$ cat src/rtl/mo_pkg.sv
`timescale 1ns/1ps
package mo_pkg;

    localparam int SIZE_W = 2;
    localparam int LOW_W  = (1 << SIZE_W) - 1;

    typedef enum logic [1:0] {
        ACC_READ  = 2'd0,
        ACC_WRITE = 2'd1,
        ACC_AMO   = 2'd2,
        ACC_EXEC  = 2'd3
    } acc_e;

    typedef enum logic [3:0] {
        OP_RD_PLAIN      = 4'd0,
        OP_RD_ACQ        = 4'd1,
        OP_RD_STRONG     = 4'd2,
        OP_RD_RSV        = 4'd3,
        OP_RD_RSV_ACQ    = 4'd4,
        OP_RD_RSV_STRONG = 4'd5,
        OP_WR_PLAIN      = 4'd8,
        OP_WR_REL        = 4'd9,
        OP_WR_STRONG_REL = 4'd10,
        OP_WR_COND       = 4'd11,
        OP_WR_COND_REL   = 4'd12,
        OP_WR_COND_STRONG= 4'd13
    } op_kind_e;

    typedef enum logic [1:0] {
        ST_IDLE  = 2'd0,
        ST_ISSUE = 2'd1,
        ST_FAULT = 2'd2
    } rsp_state_e;

    localparam logic [3:0] EXC_NONE        = 4'd0;
    localparam logic [3:0] EXC_FETCH_ACC   = 4'd1;
    localparam logic [3:0] EXC_ILLEGAL     = 4'd2;
    localparam logic [3:0] EXC_LOAD_ACC    = 4'd5;
    localparam logic [3:0] EXC_ST_MISALIGN = 4'd6;
    localparam logic [3:0] EXC_ST_ACC      = 4'd7;

endpackage

$ cat src/rtl/mo_align_chk.sv
`timescale 1ns/1ps
module mo_align_chk
    import mo_pkg::*;
(
    input  logic [LOW_W-1:0]  addr_lo_i,
    input  logic [SIZE_W-1:0] size_i,
    output logic              misaligned_o
);
    logic [LOW_W-1:0] hit;

    for (genvar i = 0; i < LOW_W; i++) begin : g_bit
        assign hit[i] = addr_lo_i[i] & (32'(size_i) > i);
    end

    assign misaligned_o = |hit;
endmodule

$ cat src/rtl/mo_wr_encode.sv
`timescale 1ns/1ps
module mo_wr_encode
    import mo_pkg::*;
(
    input  logic       aq_i,
    input  logic       rl_i,
    input  logic       cond_i,
    input  logic       misaligned_i,
    output logic       ok_o,
    output op_kind_e   kind_o,
    output logic [3:0] exc_o
);
    always_comb begin
        ok_o   = 1'b1;
        kind_o = OP_WR_PLAIN;
        exc_o  = EXC_NONE;
        if ((rl_i | cond_i) & misaligned_i) begin
            ok_o  = 1'b0;
            exc_o = EXC_ST_MISALIGN;
        end else begin
            unique case ({aq_i, rl_i, cond_i})
                3'b000: kind_o = OP_WR_PLAIN;
                3'b010: kind_o = OP_WR_REL;
                3'b001: kind_o = OP_WR_COND;
                3'b011: kind_o = OP_WR_COND_REL;
                3'b110: kind_o = OP_WR_STRONG_REL;
                3'b111: kind_o = OP_WR_COND_STRONG;
                default: begin
                    ok_o  = 1'b0;
                    exc_o = EXC_ILLEGAL;
                end
            endcase
        end
    end
endmodule

$ cat src/rtl/mo_rd_encode.sv
`timescale 1ns/1ps
module mo_rd_encode
    import mo_pkg::*;
(
    input  logic [1:0] acc_i,
    input  logic       aq_i,
    input  logic       rl_i,
    input  logic       rsv_i,
    output logic       ok_o,
    output op_kind_e   kind_o,
    output logic [3:0] exc_o
);
    logic [3:0] fault_code;

    always_comb begin
        unique case (acc_i)
            ACC_EXEC: fault_code = EXC_FETCH_ACC;
            ACC_READ: fault_code = EXC_LOAD_ACC;
            default:  fault_code = EXC_ST_ACC;
        endcase
    end

    always_comb begin
        ok_o   = 1'b1;
        kind_o = OP_RD_PLAIN;
        exc_o  = EXC_NONE;
        unique case ({aq_i, rl_i, rsv_i})
            3'b000: kind_o = OP_RD_PLAIN;
            3'b100: kind_o = OP_RD_ACQ;
            3'b110: kind_o = OP_RD_STRONG;
            3'b001: kind_o = OP_RD_RSV;
            3'b101: kind_o = OP_RD_RSV_ACQ;
            3'b111: kind_o = OP_RD_RSV_STRONG;
            default: begin
                ok_o  = 1'b0;
                exc_o = fault_code;
            end
        endcase
    end
endmodule

$ cat src/rtl/mo_req_encoder.sv
`timescale 1ns/1ps
module mo_req_encoder
    import mo_pkg::*;
#(
    parameter int ADDR_W = 32
) (
    input  logic              clk,
    input  logic              rst_n,
    input  logic              req_valid_i,
    input  logic [ADDR_W-1:0] req_addr_i,
    input  logic [1:0]        req_size_i,
    input  logic [1:0]        req_acc_i,
    input  logic              req_aq_i,
    input  logic              req_rl_i,
    input  logic              req_rsv_i,
    output logic              rsp_valid_o,
    output logic              rsp_err_o,
    output logic [3:0]        rsp_kind_o,
    output logic [3:0]        rsp_exc_o
);
    logic addr_unused_hi;
    assign addr_unused_hi = ^req_addr_i[ADDR_W-1:LOW_W];

    logic       misaligned;
    logic       is_write;
    logic       wr_ok, rd_ok, sel_ok;
    op_kind_e   wr_kind, rd_kind, sel_kind;
    logic [3:0] wr_exc, rd_exc, sel_exc;

    rsp_state_e state_q, state_d;
    op_kind_e   kind_q;
    logic [3:0] exc_q;

    assign is_write = (req_acc_i == ACC_WRITE);

    mo_align_chk u_align (
        .addr_lo_i    (req_addr_i[LOW_W-1:0]),
        .size_i       (req_size_i),
        .misaligned_o (misaligned)
    );

    mo_wr_encode u_wr (
        .aq_i         (req_aq_i),
        .rl_i         (req_rl_i),
        .cond_i       (req_rsv_i),
        .misaligned_i (misaligned),
        .ok_o         (wr_ok),
        .kind_o       (wr_kind),
        .exc_o        (wr_exc)
    );

    mo_rd_encode u_rd (
        .acc_i  (req_acc_i),
        .aq_i   (req_aq_i),
        .rl_i   (req_rl_i),
        .rsv_i  (req_rsv_i),
        .ok_o   (rd_ok),
        .kind_o (rd_kind),
        .exc_o  (rd_exc)
    );

    assign sel_ok   = is_write ? wr_ok   : rd_ok;
    assign sel_kind = is_write ? wr_kind : rd_kind;
    assign sel_exc  = is_write ? wr_exc  : rd_exc;

    // next-state: every state reacts to the offered request alone
    always_comb begin
        state_d = ST_IDLE;
        unique case (state_q)
            ST_IDLE, ST_ISSUE, ST_FAULT: begin
                if (!req_valid_i)  state_d = ST_IDLE;
                else if (sel_ok)   state_d = ST_ISSUE;
                else               state_d = ST_FAULT;
            end
            default: state_d = ST_IDLE;
        endcase
    end

    always_ff @(posedge clk) begin
        if (!rst_n) begin
            state_q <= ST_IDLE;
            kind_q  <= OP_RD_PLAIN;
            exc_q   <= EXC_NONE;
        end else begin
            state_q <= state_d;
            kind_q  <= (req_valid_i && sel_ok) ? sel_kind : OP_RD_PLAIN;
            exc_q   <= (req_valid_i && !sel_ok) ? sel_exc : EXC_NONE;
        end
    end

    // outputs decoded from the held state
    always_comb begin
        rsp_valid_o = 1'b0;
        rsp_err_o   = 1'b0;
        rsp_kind_o  = 4'd0;
        rsp_exc_o   = EXC_NONE;
        unique case (state_q)
            ST_IDLE: ;
            ST_ISSUE: begin
                rsp_valid_o = 1'b1;
                rsp_kind_o  = kind_q;
            end
            ST_FAULT: begin
                rsp_valid_o = 1'b1;
                rsp_err_o   = 1'b1;
                rsp_exc_o   = exc_q;
            end
            default: ;
        endcase
    end

    assert_latency_R1: assert property (@(posedge clk) disable iff (!rst_n)
        req_valid_i |=> rsp_valid_o);

    assert_idle_R10: assert property (@(posedge clk) disable iff (!rst_n)
        !req_valid_i |=> (!rsp_valid_o && !rsp_err_o));

    assert_misalign_R4: assert property (@(posedge clk) disable iff (!rst_n)
        (req_valid_i && is_write && (req_rl_i || req_rsv_i) && misaligned)
        |=> (rsp_err_o && rsp_exc_o == EXC_ST_MISALIGN));

    assert_unsup_R3: assert property (@(posedge clk) disable iff (!rst_n)
        (req_valid_i && is_write && req_aq_i && !req_rl_i && !(req_rsv_i && misaligned))
        |=> (rsp_err_o && rsp_exc_o == EXC_ILLEGAL));

    assert_wr_kind_R2: assert property (@(posedge clk) disable iff (!rst_n)
        (req_valid_i && is_write && wr_ok) |=> (!rsp_err_o && rsp_kind_o[3]));

    assert_rd_fail_R7: assert property (@(posedge clk) disable iff (!rst_n)
        (req_valid_i && !is_write && req_rl_i && !req_aq_i) |=> rsp_err_o);

    assert_fields_R9: assert property (@(posedge clk) disable iff (!rst_n)
        (rsp_err_o |-> rsp_kind_o == 4'd0) and
        ((rsp_valid_o && !rsp_err_o) |-> rsp_exc_o == EXC_NONE));

endmodule

$ cat config.mk
export PLATFORM = sky130hd
export DESIGN_NAME = mo_req_encoder
export DESIGN_NICKNAME = d
export VERILOG_FILES = /design/src/rtl/mo_pkg.sv /design/src/rtl/mo_align_chk.sv /design/src/rtl/mo_wr_encode.sv /design/src/rtl/mo_rd_encode.sv /design/src/rtl/mo_req_encoder.sv
export SDC_FILE = /design/constraint.sdc
export NUM_CORES = 1
export LEC_CHECK = 0
export ABC_AREA = 1
export BUFFER_PORTS_ARGS = -buffer_cell sky130_fd_sc_hd__buf_4
export CORE_UTILIZATION = 38
export DETAILED_ROUTE_END_ITERATION = 10
export PLACE_DENSITY = 0.82
export SLEW_MARGIN = 20
export SYNTH_ARGS = -nofsm -noshare
export SYNTH_HDL_FRONTEND = slang
export SYNTH_SLANG_ARGS = --single-unit
$ cat constraint.sdc
create_clock -name clk -period 2.16 [get_ports clk]
set_clock_uncertainty 0.2 [all_clocks]
set_input_delay 0.216 -clock clk [delete_from_list [all_inputs] [get_ports clk]]
set_output_delay 0.216 -clock clk [all_outputs]
set_load 0.005 [all_outputs]
==> run summary <==
Quantity of hold-fixing buffers added after cts: 0
Ant diodes: 0
Finished Layout Cells: 125
Worst slack at placement: 0.627 ns
RR Startpoint: state_q[0]$_SDFF_PN0_
Hold Path Origin: req_valid_i
Die area: 0.00166 sq mm
CTS tree: yes
Inserted Clock Buffers: 3
Hold Worst Slack: 0.0609 ns
IO buf count: 21
Layout net count: 158
Max Root-Sink Buffers: 2
Initial DRC count: 7
Compound-Gate Fraction of Synth Area: 4.61%
Synth Area in XOR/XNOR: 0%
Reg2reg setup slack: 1.14 ns
Max Slew Vio Count: 0
Worst-Skew Late Latency: 0.25 ns
GRT Overall Usage: 14.3%
Die width: 40.8 um
Vias: 553
Clock-pin slew on the worst setup and hold paths: 0.06 ns
Final WL: 1040 um
CP Class: flop to output port
Largest family of logic cells by synthesized area: simple AND/OR/NAND/NOR gates
Avg WL per Cell: 8.30 um
Post-synthesis average cell area: 6.63 sq um
Row count: 13
Commonest cells after routing, fill and taps aside: 23 x nand2_1, 21 x buf_4, 20 x inv_1, 12 x nor2_1, 9 x dfxtp_1
# clock sinks: 9
Core Box Area: 0.00135 sq mm
Mapped Cells: 86
Vias in the first global route: 439
Final core utilization: 56.7%
Drc violations: 0
Min Tclk post-route: 1.56 ns
RSZ-0062 raised after global routing: false
Placed cells: 121
PwrDens: 486 mW/mm^2
Setup TNS: 0 ns
Mapped Nets: 133
Final setup margin: 0.598 ns
Worst Path Required: 1.74 ns
Initial antenna violation count: 0
Hold Fails Final Rpt: 0
Total grt overflow: 0
Worst Setup End Kind: output port
Fmax: 0.640 GHz
Detail Placement HPWL: 878 um
PostCTS Resize Cnt: 0
Pleak: 0.485 nW
Worst setup SP type: flop
R2r worst-path depth: 4
Largest net degree at the start of global routing: 8
Yosys reg bits: 9
Post-Synth Adder-Cell Area: 11.0%
Worst ir drop on vdd: 0.000241 V
# IOs: 52
Routability Congestion: 0.910
Crit-path max FO: 4
Avg Vias per Cell: 4.42
Post-route ant nets: 0
Die height: 40.8 um
Simple-gate share of the synthesized area: 37.1%
Hold Crit Depth: 3
Initial core utilization: 42.3%
MaxCap Viol Count: 0
Sequential share of the synthesized area: 31.6%
Final period util: 72.3%
Fillcell total: 121
CTS root buf: clkbuf_4
Mux cell area share after synthesis: 0%
Synthesis-to-layout area growth: 34.2%
Critical Path AT: 1.15 ns
Status: complete, no violations
Hold Path End: exc_q[0]$_SDFF_PP0_
Setup Viol. Count Final: 0
Pre-antenna DRT Iters: 4
Setup bufs post-CTS: 0
Share of cells above drive strength 1: 25.5%
Multi-input logic area: 304 sq um
Number of distinct library cells after synthesis: 16
Most common cell after layout, fill and taps aside: nand2_1
Syn. warnings: 0
Min-delay worst type: primary input to flop
H-tree depth: 1
Reg-to-Reg End: state_q[1]$_SDFF_PN0_
First-pass GRT wire length: 1570 um
Mapped Area: 571 sq um
Register area: 180 sq um
==> worst max-delay path: stages (launching register included) <==
cell and delay (ns):
dfxtp_1 0.36, inv_1 0.05, ha_1 0.24, nand2_1 0.08
inv_1 0.04, buf_4 0.12
==> sequential cells by signal (all words and copies together) (netlist names) <==
name     count
kind_q       4
state_q      2
exc_q        3
==> report_power, final <==
part | switching, mW | internal, mW
Combinational | 0.0401 | 0.0358
Clock | 0.0518 | 0.0707
Sequential | 0.00246 | 0.172
Total | 0.0943 | 0.278
==> final cells by class <==
class	count	share of cell area, %
multi-input combinational	55	39.7
sequential	9	23.5
timing repair buffer	21	20.6
inverter	21	10.3
clock buffer	4	3.43
tap	15	2.45
==> cells in the mapped netlist (all sizes together) <==
library cell,count,share of area [%]
nand2,24,17
inv,21,14
nor2,12,7.9
dfxtp,9,32
nand3,7,6.1
ha,5,11
nand4,2,5.9
a21oi,1,0.88
buf,1,1.3
conb,1,0.66
o2111ai,1,1.5
o211ai,1,1.3
o21ai,1,0.88
==> stage by stage <==
step | instance area (sq um) | power (mW)
after global routing | 766 | 0.398
after global placement | 739 | 0.251
after detailed placement | 739 | 0.253
after CTS | 766 | 0.376
after floorplan | 571 | 0.222
final | 766 | 0.372
==> cells by family after synthesis <==
kind of cell | Yosys count
AND/OR/NAND/NOR | 45
buffers and inverters | 22
flip-flops | 9
adder cells (fa/ha/maj) | 5
AO/OA/AOI/OAI | 4
other | 1
==> per-layer routing <==
layer / vias to the layer above / share of wire (%) / GRT usage [%] / wire length [um]
li1: 303 / - / - / -
met1: 236 / 42 / 13.5 / 433
met2: 12 / 54 / 27.8 / 559
met3: 2 / 3.0 / 3.26 / 31
met4: 0 / 1.3 / 7.50 / 14
met5: - / 0 / 0 / 0
==> worst max-delay path by stage <==
stage                                from                    to  slack (ns)
floorplan                    req_acc_i[1]   exc_q[1]$_SDFF_PN0_        0.89
global placement             req_acc_i[1]   exc_q[1]$_SDFF_PN0_        0.66
detailed placement           req_acc_i[1]  kind_q[2]$_SDFF_PN0_        0.63
CTS                 state_q[0]$_SDFF_PN0_          rsp_exc_o[2]        0.58
global route        state_q[1]$_SDFF_PN0_         rsp_kind_o[2]        0.52
finish              state_q[0]$_SDFF_PN0_          rsp_exc_o[2]        0.60
Note: power is estimated with default switching activity, not from simulation.
